`src/rtl/ifw_pkg.sv`:
```
package ifw_pkg;
  typedef enum logic [1:0] {
    IFM_OFF = 2'b00,
    IFM_FM  = 2'b01,
    IFM_AM  = 2'b10,
    IFM_UPC = 2'b11
  } ifw_mode_e;

  localparam int MODE_W = 2;
  localparam int SAMP_W = 3;
  localparam int WIN_W  = 3;
  localparam int CTR_W  = 5;
endpackage

```
`src/rtl/ifw_timebase.sv`:
```
module ifw_timebase #(
  parameter int REF_W = 14
) (
  input  logic             clk,
  input  logic             rst,
  input  logic             restart,
  input  logic             osc_tick,
  input  logic [REF_W-1:0] ref_div,
  output logic             base_tick
);
  logic [REF_W-1:0] pres_q;
  logic             wrap;

  assign wrap      = (pres_q >= ref_div);
  assign base_tick = !restart && osc_tick && wrap;

  always_ff @(posedge clk) begin
    if (rst || restart) begin
      pres_q <= '0;
    end else if (osc_tick) begin
      pres_q <= wrap ? '0 : pres_q + 1'b1;
    end
  end

  // the divider never runs past its limit while a gate is live
  AST_PRESCALE_RANGE: assert property (@(posedge clk) disable iff (rst)
    !restart |-> (pres_q <= ref_div));
endmodule

```
`src/rtl/ifw_gate.sv`:
```
module ifw_gate #(
  parameter int SHIFT_W = 3,
  localparam int MAX_SHIFT = (1 << SHIFT_W) - 1,
  localparam int GATE_W = MAX_SHIFT + 1
) (
  input  logic               clk,
  input  logic               rst,
  input  logic               restart,
  input  logic               base_tick,
  input  logic [SHIFT_W-1:0] samp,
  output logic               gate_end
);
  logic [SHIFT_W-1:0] sh;
  logic [GATE_W-1:0]  last;
  logic [GATE_W-1:0]  gcnt_q;

  assign sh       = SHIFT_W'(MAX_SHIFT) - samp;
  assign last     = (GATE_W'(1) << sh) - GATE_W'(1);
  assign gate_end = base_tick && (gcnt_q >= last);

  always_ff @(posedge clk) begin
    if (rst || restart) begin
      gcnt_q <= '0;
    end else if (base_tick) begin
      gcnt_q <= (gcnt_q >= last) ? '0 : gcnt_q + 1'b1;
    end
  end

  AST_GATE_COUNT_RANGE: assert property (@(posedge clk) disable iff (rst)
    !restart |-> (gcnt_q <= last));
endmodule

```
`src/rtl/ifw_target.sv`:
```
module ifw_target #(
  parameter int CNT_W    = 21,
  parameter int SHIFT_W  = 3,
  parameter int WIN_W    = 3,
  parameter int CTR_W    = 5,
  parameter int FM_BASE  = 1696,
  parameter int AM_BASE  = 448,
  parameter int UPC_BASE = 10688,
  parameter int WIN_MIN  = 3,
  localparam int MAX_SHIFT = (1 << SHIFT_W) - 1
) (
  input  logic [1:0]         mode,
  input  logic [SHIFT_W-1:0] samp,
  input  logic [WIN_W-1:0]   win,
  input  logic [CTR_W-1:0]   ctr,
  output logic [CNT_W-1:0]   preload,
  output logic [CNT_W-1:0]   win_cnt
);
  import ifw_pkg::*;

  logic [SHIFT_W-1:0] sh;
  logic [CNT_W-1:0]   base_v;
  logic [CNT_W-1:0]   centre;

  assign sh = SHIFT_W'(MAX_SHIFT) - samp;

  always_comb begin
    unique case (ifw_mode_e'(mode))
      IFM_FM:  base_v = CNT_W'(FM_BASE);
      IFM_AM:  base_v = CNT_W'(AM_BASE);
      IFM_UPC: base_v = CNT_W'(UPC_BASE);
      default: base_v = '0;
    endcase
  end

  assign centre  = base_v + CNT_W'(ctr);
  assign preload = centre << sh;

  always_comb begin
    if (int'(win) < WIN_MIN) begin
      win_cnt = '0;
    end else begin
      win_cnt = CNT_W'(1) << (int'(win) - WIN_MIN + int'(sh));
    end
  end
endmodule

```
`src/rtl/ifw_meas.sv`:
```
module ifw_meas #(
  parameter int CNT_W = 21
) (
  input  logic             clk,
  input  logic             rst,
  input  logic             active,
  input  logic             restart,
  input  logic             gate_end,
  input  logic             if_pulse,
  input  logic [CNT_W-1:0] preload,
  input  logic [CNT_W-1:0] win_cnt,
  output logic             result_valid,
  output logic             stop_out
);
  logic [CNT_W-1:0]        cnt_q;
  logic [CNT_W-1:0]        cnt_nxt;
  logic signed [CNT_W-1:0] resid;
  logic signed [CNT_W-1:0] wmax;
  logic                    in_win;

  assign cnt_nxt = cnt_q - CNT_W'(if_pulse);
  assign resid   = signed'(cnt_nxt);
  assign wmax    = signed'(win_cnt);
  assign in_win  = (resid <= wmax) && (resid >= -wmax);

  always_ff @(posedge clk) begin
    if (rst) begin
      cnt_q        <= '0;
      result_valid <= 1'b0;
      stop_out     <= 1'b0;
    end else begin
      result_valid <= 1'b0;
      if (restart) begin
        cnt_q <= preload;
      end else if (gate_end) begin
        cnt_q        <= preload;
        result_valid <= 1'b1;
        stop_out     <= in_win;
      end else begin
        cnt_q <= cnt_nxt;
      end
      if (!active) begin
        stop_out <= 1'b0;
      end
    end
  end

  AST_STOP_HOLD: assert property (@(posedge clk) disable iff (rst)
    (active && !gate_end) |=> $stable(stop_out));
endmodule

```
`src/rtl/if_window_counter.sv`:
```
module if_window_counter #(
  parameter int REF_W    = 14,
  parameter int CNT_W    = 21,
  parameter int FM_BASE  = 1696,
  parameter int AM_BASE  = 448,
  parameter int UPC_BASE = 10688,
  parameter int WIN_MIN  = 3
) (
  input  logic              clk,
  input  logic              rst,
  input  logic              osc_tick,
  input  logic              if_am_pulse,
  input  logic              if_fm_pulse,
  input  logic              cfg_wr,
  input  logic [1:0]        cfg_mode,
  input  logic              cfg_enable,
  input  logic [REF_W-1:0]  cfg_ref_div,
  input  logic [2:0]        cfg_samp,
  input  logic [2:0]        cfg_win,
  input  logic [4:0]        cfg_ctr,
  output logic              result_valid,
  output logic              stop_out
);
  import ifw_pkg::*;

  logic             active;
  logic             restart;
  logic             base_tick;
  logic             gate_end;
  logic             if_pulse;
  logic [CNT_W-1:0] preload;
  logic [CNT_W-1:0] win_cnt;

  assign active   = cfg_enable && (ifw_mode_e'(cfg_mode) != IFM_OFF) &&
                    (int'(cfg_win) >= WIN_MIN);
  assign restart  = cfg_wr || !active;
  assign if_pulse = (ifw_mode_e'(cfg_mode) == IFM_FM) ? if_fm_pulse : if_am_pulse;

  ifw_timebase #(.REF_W(REF_W)) u_tb (
    .clk(clk), .rst(rst), .restart(restart), .osc_tick(osc_tick),
    .ref_div(cfg_ref_div), .base_tick(base_tick)
  );

  ifw_gate #(.SHIFT_W(SAMP_W)) u_gate (
    .clk(clk), .rst(rst), .restart(restart), .base_tick(base_tick),
    .samp(cfg_samp), .gate_end(gate_end)
  );

  ifw_target #(
    .CNT_W(CNT_W), .SHIFT_W(SAMP_W), .WIN_W(WIN_W), .CTR_W(CTR_W),
    .FM_BASE(FM_BASE), .AM_BASE(AM_BASE), .UPC_BASE(UPC_BASE), .WIN_MIN(WIN_MIN)
  ) u_tgt (
    .mode(cfg_mode), .samp(cfg_samp), .win(cfg_win), .ctr(cfg_ctr),
    .preload(preload), .win_cnt(win_cnt)
  );

  ifw_meas #(.CNT_W(CNT_W)) u_meas (
    .clk(clk), .rst(rst), .active(active), .restart(restart),
    .gate_end(gate_end), .if_pulse(if_pulse), .preload(preload),
    .win_cnt(win_cnt), .result_valid(result_valid), .stop_out(stop_out)
  );

  AST_IDLE_NO_VALID: assert property (@(posedge clk) disable iff (rst)
    !active |=> !result_valid);
  AST_WRITE_NO_VALID: assert property (@(posedge clk) disable iff (rst)
    cfg_wr |=> !result_valid);
endmodule

```
`config.mk`:
```
export PLATFORM = sky130hd
export DESIGN_NAME = if_window_counter
export DESIGN_NICKNAME = d
export VERILOG_FILES = /design/src/rtl/ifw_pkg.sv /design/src/rtl/ifw_timebase.sv /design/src/rtl/ifw_gate.sv /design/src/rtl/ifw_target.sv /design/src/rtl/ifw_meas.sv /design/src/rtl/if_window_counter.sv
export SDC_FILE = /design/constraint.sdc
export NUM_CORES = 1
export LEC_CHECK = 0
export ABC_AREA = 1
export BUFFER_PORTS_ARGS = -buffer_cell sky130_fd_sc_hd__buf_2
export CAP_MARGIN = 20
export CORE_ASPECT_RATIO = 1.1
export CORE_MARGIN = 2
export CORE_UTILIZATION = 63
export DETAILED_ROUTE_END_ITERATION = 6
export HOLD_SLACK_MARGIN = 0.12
export PLACE_DENSITY = 0.83
export SLEW_MARGIN = 40
export SYNTH_ARGS = -nofsm -noshare
export SYNTH_HDL_FRONTEND = slang
export SYNTH_SLANG_ARGS = --single-unit
```
`constraint.sdc`:
```
create_clock -name clk -period 8 [get_ports clk]
set_input_delay 2 -clock clk [delete_from_list [all_inputs] [get_ports clk]]
set_output_delay 2 -clock clk [all_outputs]
set_load 0.02 [all_outputs]
```
==> results of run 1 <==
worst max-delay path by stage:
stage,from,endpoint,slack (ns),depth (start not counted)
detailed placement,cfg_win[0],u_meas.stop_out,0.88,38
finish,cfg_win[0],u_meas.stop_out,1.19,38
floorplan,cfg_samp[2],u_meas.stop_out,1.43,36
global route,cfg_win[0],u_meas.stop_out,0.68,38
CTS,cfg_win[0],u_meas.stop_out,1.20,38
global placement,cfg_win[0],u_meas.stop_out,1.22,38
cell type report:
| class | instances | area, µm² |
|---|---|---|
| Fill cell | 715 | 2430 |
| Clock buffer | 7 | 96.3 |
| Tap cell | 108 | 135 |
| Clock inverter | 1 | 5.00 |
| Sequential cell | 45 | 901 |
| Timing Repair Buffer | 36 | 183 |
| Multi-Input combinational cell | 605 | 3730 |
| Inverter | 127 | 479 |
layout by cell type, fill, tap and decap left out, types with 2 or more instances in the layout:
cell type	instances
o21ai_0	51
and3_1	4
a211oi_1	2
o221ai_1	2
a22oi_1	2
nor2_4	6
nor4_1	8
a21oi_1	54
o211ai_1	2
nor2_1	87
o22ai_1	3
nand2_1	153
nand3b_1	3
nand4_1	27
clkbuf_8	7
nand3_1	34
xor2_1	21
nor3b_1	4
or2_2	3
nand4_2	2
dfxtp_1	45
o211a_1	5
xnor2_1	13
buf_2	35
nand2_2	8
ha_1	79
nand3_2	3
inv_1	125
nor3_1	17
nor2_2	2
flip-flops by register name, summed over array words and instances (netlist names):
name,count
u_meas.cnt_q,21
u_tb.pres_q,14
u_gate.gcnt_q,8
u_meas.result_valid,1
u_meas.stop_out,1
power breakdown:
group | internal, mW | switching [mW] | total (mW) | leakage [nW]
combinational | 0.0974 | 0.177 | 0.274 | 2.49
clock | 0.0781 | 0.0775 | 0.156 | 0.0542
sequential | 0.232 | 0.00744 | 0.239 | 0.366
Yosys cell counts, drive strengths merged, types with 2 or more instances:
| library cell | count | area (µm²) |
|---|---|---|
| nand2 | 162 | 636 |
| inv | 127 | 479 |
| nor2 | 95 | 407 |
| ha | 79 | 988 |
| a21oi | 55 | 287 |
| o21ai | 51 | 255 |
| dfxtp | 45 | 901 |
| nand3 | 37 | 200 |
| nand4 | 30 | 215 |
| xor2 | 22 | 211 |
| nor3 | 17 | 85.1 |
| clkbuf | 14 | 52.6 |
| xnor2 | 13 | 114 |
| nor4 | 8 | 50.1 |
| o211a | 5 | 50.1 |
| and3 | 4 | 25.0 |
| nor3b | 4 | 30.0 |
| nand3b | 3 | 22.5 |
| o22ai | 3 | 18.8 |
| or2 | 3 | 18.8 |
| a211oi | 2 | 15.0 |
| a22oi | 2 | 15.0 |
| buf | 2 | 16.3 |
| o211ai | 2 | 15.0 |
| o221ai | 2 | 17.5 |
routing by layer:
metal	share of wire, %	global-route usage [%]
met1	44	36.5
met2	48	51.1
met3	5.6	3.48
met4	3.0	9.70
met5	0	0
kinds of logic after synthesis:
family	after synthesis
adders and majority gates	80
DFF	45
and+or+nand+nor	363
xor gates and xnor gates	35
other	1
buffers and inverters	143
AOI/OAI and AO/OA	126
worst min-delay path: stages, from the launching register on:
cell and delay, ns:
dfxtp_1 0.33, nand2_1 0.06, a21oi_1 0.05
through the flow:
stage,power [mW],instances
after CTS,0.667,929
after floorplan,0.447,793
after detailed placement,0.512,921
after global routing,0.719,929
after global placement,0.498,921
final,0.669,929
==> results.md, run 1 <==
* Status: complete, no violations
* WL/cell at 13.7 µm
* Total global-route track usage at between 20 and 30%
* Synth cell types at 43
* Number of synthesized flops with an enable pin at 0
* CTS tree: yes
* Fin util at 69.5%
* Mapped Avg Cell Area at 6.53 µm²
* Final Net Count at 934
* Worst EP arrival at 7.05 ns
* Clock-pin slew on the worst setup and hold paths at 0.09 ns
* Mux contribution to synthesized area at 0%
* Iteration count of the initial detailed-routing pass at 5
* First-pass GRT wire length at 21600 µm
* CTS H-tree lvls at 2
* Cells after Synth at 793
* Dpl ws at 0.880 ns
* Initial DRC Count at 382
* Clk_lat worst skew at 0.31 ns
* Postcts setup bufs at 0
* Setup_tns at 0 ns
* Bufs on Longest Clock Path at 2
* Tcrit/Tclk final at 85.1%
* Delay-heaviest family, CP: simple AND/OR/NAND/NOR gates
* I/O pin cnt at 36
* Main combinational cell family by area after synthesis: simple AND/OR/NAND/NOR gates
* Largest net degree at the start of global routing at 26
* Area Overhead vs Synth at 6.76%
* Tmin final at between 6 and 7 ns
* Setup ws final at 1.19 ns
* Compound-cell area share of the yosys netlist at 13.6%
* Rel. slew slack at between 40% and 50%
* Share of layout cells above drive strength 1 at a little under a tenth
* Worst Path Buf+Inv at 7
* Main synth FF type: dfxtp_1
* R2r startpoint: u_meas.cnt_q[0]
* Total grt overflow at 0
* Die area at roughly 9000 µm²
* Post-CTS sizing at 0
* Core area at between 7000 and 8000 µm²
* Initial Util at 65.1%
* Synth Area in XOR/XNOR at 6.28%
* RSZ-0062 raised after global routing: false
* Initial antenna violation count at 0
* Leak pwr at between 2 and 3 nW
* Worst Hold Endpoint: u_gate.gcnt_q[7]
* Critical path launch point type: primary input
* Dpl hpwl at 10500 µm
* Synth async-reset ratio at 0%
* Simple-Gate Fraction of Synth Area at about 33%
* Sink Count at 45
* Mapped Nets at 907
* Max Cap Violations at 0
* Die Wd at 90.4 µm
* Port Buffers at 35
* Drt total wl at 12700 µm
* YS warnings at 0
* Worst hold slack at 0.486 ns
* Worst slew pin tran at around 0.75 ns
* Reg2reg path depth at 19
* Worst path required time at 8.24 ns
* Root Driver: clkbuf_8
* Final worst clock skew at 0.0109 ns
* P per Cell Area at 121 nW/µm²
* Routability cong. at 0.999
* Slowest CP cell: ha_1
* Hold Path Depth at 2
* DRC errors left at 0
* Total CTS buffers at 5
* Reg2reg setup slack at 4.41 ns
* RR Endpoint: u_meas.stop_out
* Fmax at 147 MHz
* # hold bufs at CTS at 0
* Vias in the first global route at 4955
* CP max stage delay at 0.43 ns
* Hold Startpoint: u_gate.gcnt_q[7]
* Finished Cell Area at 5530 µm²
* Crit path kind: in -> reg
* Synth Area in Adders at approximately a fifth
* Core Rows at 34
* Post-DP Area at roughly 5400 µm²
* Setup Viol. Count Final at 0
* # diodes at 0
* Fin. Hold Viols at 0
* Vias per Instance at 5.70
* Crit-path max FO at 7
* Via count at about 5300
* Post-Synthesis Cell Area at 5180 µm²
* Max-slew violations at 0
* FF+latch count, synth at 45
* Sequential area share after synthesis at 17.4%
* VDD IR max at 0.0000891 V
* Post-route ant nets at 0
* Crit. End Element: flop
* Die Ht at 99.1 µm
* Worst Hold Class: reg -> reg
Note: power is estimated with default switching activity, not from simulation.
==> inputs of run 2 (changes only) <==
==> constraint.sdc (replaced) <==
create_clock -name clk -period 8 [get_ports clk]
set_input_delay 1.2 -clock clk [delete_from_list [all_inputs] [get_ports clk]]
set_output_delay 1.2 -clock clk [all_outputs]
set_load 0.02 [all_outputs]
==> results.md, run 2 (synthesized netlist as in run 1, its figures left out) <==
* I/O pin cnt at 36 (unchanged)
* WL/cell at 13.5 µm (-1.5%)
* Die Wd at 90.4 µm (unchanged)
* Area Overhead vs Synth at 7.25%
* Slowest CP cell: ha_1
* Fin. Hold Viols at 0 (unchanged)
* Initial antenna violation count at 0 (unchanged)
* Drt total wl at 12500 µm (-1.6%)
* Via count at 5337 (+0.77%)
* Max FFs per register at 21 (unchanged)
* RSZ-0062 raised after global routing: false
* Metal3 WL at 813 µm (+14%)
* CP dominant cell by count: inv_1
* Initial Util at 65.1% (unchanged)
* Leading registers by flop count: u_meas.cnt_q: 21 flops, u_tb.pres_q: 14 flops, u_gate.gcnt_q: 8 flops
* Commonest cells after routing, fill and taps aside: 153 x nand2_1, 125 x inv_1, 87 x nor2_1, 79 x ha_1, 54 x a21oi_1
* Finished Cell Area at 5550 µm² (+0.45%)
* Fmax at 161 MHz (+9.9%)
* Post-DP Area at 5420 µm² (-0.14%)
* Critical path launch point type: primary input
* Max-slew violations at 0 (unchanged)
* Status: complete, no violations
* Post-CTS sizing at 0 (unchanged)
* Reg2reg setup slack at 4.37 ns (-0.04 ns)
* Sink Count at 45 (unchanged)
* Port Buffers at 35 (unchanged)
* Setup Viol. Count Final at 0 (unchanged)
* P per Cell Area at 129 nW/µm² (+7.0%)
* Final worst clock skew at 0.00303 ns (-0.00784 ns)
* First-pass GRT wire length at 20800 µm (-3.4%)
* Clock-pin slew on the worst setup and hold paths at 0.09 ns (about the same)
* Total grt overflow at 0 (unchanged)
* Core Rows at 34 (unchanged)
* CTS H-tree lvls at 2 (unchanged)
* Tmin final at 6.20 ns (-0.612 ns)
* Core area at 7960 µm² (unchanged)
* Die Ht at 99.1 µm (unchanged)
* Crit-path max FO at 22 (+15)
* Initial DRC Count at 338 (-12%)
* Top layer in use: met4
* # diodes at 0 (unchanged)
* Final Net Count at 933 (-0.11%)
* Fillers at 719 (+0.56%)
* Commonest non-fill, non-tap cell in the layout: nand2_1
* Clk_lat worst skew at 0.30 ns (about the same)
* M1 WL at 5460 µm (-1.4%)
* Iteration count of the initial detailed-routing pass at 5 (unchanged)
* Worst EP arrival at 6.43 ns (-0.62 ns)
* Die area at 8960 µm² (unchanged)
* Post-route ant nets at 0 (unchanged)
* Rel. slew slack at 48.4% (-1.2 points)
* Bufs on Longest Clock Path at 2 (unchanged)
* Total CTS buffers at 5 (unchanged)
* Routability cong. at 0.991 (-0.86%)
* CTS tree: yes
* # hold bufs at CTS at 0 (unchanged)
* Worst slew pin tran at 0.767 ns (+0.0172 ns)
* Total global-route track usage at 27.9% (-0.90 points)
* Vias in the first global route at 4732 (-4.5%)
* Postcts setup bufs at 0 (unchanged)
* Crit. End Element: flop
* CP max stage delay at 0.58 ns (+0.15 ns)
* Met2 routed WL at 5840 µm (-3.6%)
* Crit path kind: in -> reg
* Setup_tns at 0 ns (unchanged)
* Largest net degree at the start of global routing at 26 (unchanged)
* Vias per Instance at 5.75 (+0.88%)
* Max Cap Violations at 0 (unchanged)
* Register with the most flip-flops: u_meas.cnt_q
* Tcrit/Tclk final at 77.5% (-7.7 points)
* DRC errors left at 0 (unchanged)
* Root Driver: clkbuf_8
* Dpl hpwl at 10300 µm (-2.0%)
* Worst Hold Class: reg -> reg
* VDD IR max at 0.0000838 V (-6.0%)
* Worst path required time at 8.24 ns (about the same)
* Share of layout cells above drive strength 1 at 8.90% (-0.11 points)
* Leak pwr at 2.92 nW (+0.31%)
==> run 2: cell types whose count changed in the layout (fill, tap and decap cells not counted), sizes merged <==
cell | before | now
bufinv | 0 | 2
clkbuf | 7 | 5
buf | 36 | 35
==> run 2: routing by layer <==
layer / global-route usage [%] / up-vias
li1: - / 2673
met1: 36.1 / 2403
met2: 48.1 / 220
met3: 3.79 / 41
met4: 9.82 / 0
met5: 0 / -
==> run 2: critical path: cells and delay by family <==
family | cells | cell delay, ns
xor gates and xnor gates | 1 | 0.13
adders and majority gates | 4 | 1.42
AOI/OAI and AO/OA | 3 | 0.45
and+or+nand+nor | 20 | 2.39
buffers and inverters | 6 | 0.84
==> run 2: worst paths after layout <==
check,from,endpoint,cells after the start
hold / removal,u_gate.gcnt_q[7],u_gate.gcnt_q[7],2
setup reg to reg,u_meas.cnt_q[0],u_meas.stop_out,19
hold reg to reg,u_gate.gcnt_q[7],u_gate.gcnt_q[7],2
setup / recovery,cfg_samp[2],u_meas.stop_out,34
==> run 2: layout make-up <==
cell class | instances | area [µm²] | share of cell area, %
inverters | 127 | 479 | 8.63
clock buffers | 5 | 68.8 | 1.24
repair buffers | 35 | 175 | 3.15
clock inverters | 3 | 65.1 | 1.17
well taps | 108 | 135 | 2.43
multi-input cells | 605 | 3730 | 67.2
flip-flops and latches | 45 | 901 | 16.2
==> run 2: through the flow <==
step	hold slack, ns	utilization [%]	instances	setup WS, ns	power, mW
after floorplan	0.451	-	793	2.23	0.447
after global placement	0.464	68.1	920	1.91	0.498
after detailed placement	0.472	68.1	920	1.56	0.512
after CTS	0.487	69.8	928	1.85	0.717
after global routing	0.516	69.8	928	1.27	0.768
final	0.480	69.8	928	1.80	0.719
==> run 2: where the power goes <==
| group | internal (mW) | total, mW | switching [mW] |
|---|---|---|---|
| sequential | 0.232 | 0.239 | 0.00753 |
| clock | 0.124 | 0.204 | 0.0797 |
| combinational | 0.0969 | 0.276 | 0.179 |
| total | 0.453 | 0.719 | 0.266 |
==> inputs of run 3 (changes only) <==
- CORE_UTILIZATION: 63 -> 56
- PLACE_DENSITY: 0.83 -> 0.78
- clock period: 8 -> 5.2 ns (I/O delays scaled with it)
==> results.md, run 3 (synthesized netlist as in run 1, its figures left out) <==
* Routability cong. at 0.955 (-3.6%)
* # hold bufs at CTS at 0 (unchanged)
* Root Driver: clkbuf_8
* First-pass GRT wire length at 22200 µm (+6.4%)
* WL/cell at 14.3 µm (+6.0%)
* Share of layout cells above drive strength 1 at 17.1% (+8.2 points)
* Die Wd at 95.7 µm (+5.8%)
* Slowest CP cell: ha_1
* Port Buffers at 35 (unchanged)
* CP max stage delay at 0.29 ns (-0.29 ns)
* Worst EP arrival at 5.17 ns (-1.26 ns)
* Worst slew pin tran at 0.594 ns (-0.173 ns)
* Dpl hpwl at 11100 µm (+7.7%)
* Post-DP Area at 5650 µm² (+4.2%)
* Total CTS buffers at 5 (unchanged)
* Tcrit/Tclk final at a little over nine tenths
* Crit. End Element: flop
* Vias per Instance at 5.58 (-2.9%)
* R2r startpoint: u_meas.cnt_q[0]
* Worst Setup SP: cfg_win[0]
* I/O pin cnt at 36 (unchanged)
* Bufs on Longest Clock Path at 2 (unchanged)
* Delay-heaviest family, CP: simple AND/OR/NAND/NOR gates
* Area Overhead vs Synth at 16.7%
* Worst Hold Class: reg -> reg
* Drt total wl at 13900 µm (+11%)
* Met2 usage at 46.8% (-1.3 points)
* Worst Path Buf+Inv at 8 (+2)
* VDD IR max at 0.000163 V (+95%)
* Final Net Count at 973 (+4.3%)
* Fin. Hold Viols at 0 (unchanged)
* Max-slew violations at 0 (unchanged)
* Crit-path max FO at 7 (-68%)
* Core area at 8920 µm² (+12%)
* Initial DRC Count at 344 (+1.8%)
* Leading registers by flop count: u_meas.cnt_q: 21 flops, u_tb.pres_q: 14 flops, u_gate.gcnt_q: 8 flops
* M1 GR Usage at 34.8% (-1.3 points)
* Commonest non-fill, non-tap cell in the layout: nand2_1
* Max Cap Violations at 0 (unchanged)
* Hold Startpoint: u_gate.gcnt_q[7]
* CTS tree: yes
* Final worst clock skew at 0.0101 ns (+0.00705 ns)
* Post-route ant nets at 0 (unchanged)
* Total grt overflow at 0 (unchanged)
* Die Ht at 105 µm (+5.8%)
* Worst path required time at 5.45 ns (-2.79 ns)
* Leak pwr at 3.12 nW (+6.9%)
* Commonest cells after routing, fill and taps aside: 145 x nand2_1, 121 x inv_1, 85 x nor2_1, 70 x ha_1, 51 x a21oi_1
* DRC errors left at 0 (unchanged)
* Grt peak-use layer: met2
* Die area at 10000 µm² (+12%)
* Max FFs per register at 21 (unchanged)
* Initial Util at 58.1% (-7.0 points)
* Initial antenna violation count at 0 (unchanged)
* Total global-route track usage at 27.2% (-0.71 points)
* Setup Viol. Count Final at 0 (unchanged)
* Tmin final at 4.92 ns
* Core Rows at 36 (+5.9%)
* Pwr Total at 1.10 mW (+53%)
* Critical path launch point type: primary input
* Finished Cell Area at 6040 µm² (+8.8%)
* Clk_lat worst skew at 0.31 ns (about the same)
* Met3 Track Usage GR at 2.74% (-1.0 points)
* Placed cells at 955 (+3.8%)
* Sink Count at 45 (unchanged)
* Clock-pin slew on the worst setup and hold paths at 0.10 ns (about the same)
* # diodes at 0 (unchanged)
* Iteration count of the initial detailed-routing pass at 5 (unchanged)
* Layout Cells excl Fill at 974 (+5.0%)
* Crit path kind: in -> reg
* Largest net degree at the start of global routing at 26 (unchanged)
* Register with the most flip-flops: u_meas.cnt_q
* Rel. slew slack at 60.4% (+12 points)
* Vias in the first global route at 5049 (+6.7%)
* Status: complete, no violations
* Fin util at 67.8% (-2.0 points)
* P per Cell Area at 182 nW/µm² (+40%)
* Fmax at 203 MHz
* Via count at 5439 (+1.9%)
* CTS H-tree lvls at 2 (unchanged)
[run 3: worst paths after layout]
kind,endpoint,slack (ns),cells past startpoint
worst max register to register,u_meas.stop_out,1.43,19
worst min register to register,u_gate.gcnt_q[7],0.49,2
worst min-delay path,u_gate.gcnt_q[7],0.49,2
worst max-delay path,u_meas.stop_out,0.28,38
[run 3: worst reg2reg max path, delay by kind of cell (launching register included)]
family,cells,cell delay (ns)
AOI/OAI and AO/OA,4,0.44
buffers and inverters,3,0.33
adders and majority gates,3,0.71
and+or+nand+nor,8,1.61
xor gates and xnor gates,1,0.32
DFF,1,0.31
[run 3: power breakdown]
part           internal [mW]  switching [mW]
Clock                 0.0973           0.137
Sequential             0.356          0.0121
Combinational          0.196           0.300
Total                  0.649           0.449
[run 3: routing by layer]
metal  wire length [µm]  share of wire (%)
met1               5960                 43
met2               6800                 49
met3                663                4.8
met4                463                3.3
met5                  0                  0
[run 3: cell type report]
type	count	area, µm²
multi-input combinational	605	3940
fill	804	2870
sequential	45	901
timing repair buffer	75	492
inverter	127	479
tap	114	143
clock buffer	5	68.8
clock inverter	3	25.0
[run 3: repair_timing]
action | CTS | global route
setup buffers | 0 | 11
endpoints found under the setup margin | 0 | 1
resized for setup | 0 | 47
[run 3: stage by stage]
step           setup TNS [ns]  hold slack (ns)  setup slack, ns
3_3_place_gp                0            0.472           0.0472
5_1_grt               -0.0304            0.517          -0.0304
3_5_place_dp           -0.204            0.479           -0.204
6_report                    0            0.492            0.280
4_1_cts                     0            0.494           0.0986
2_1_floorplan               0            0.451           0.0104
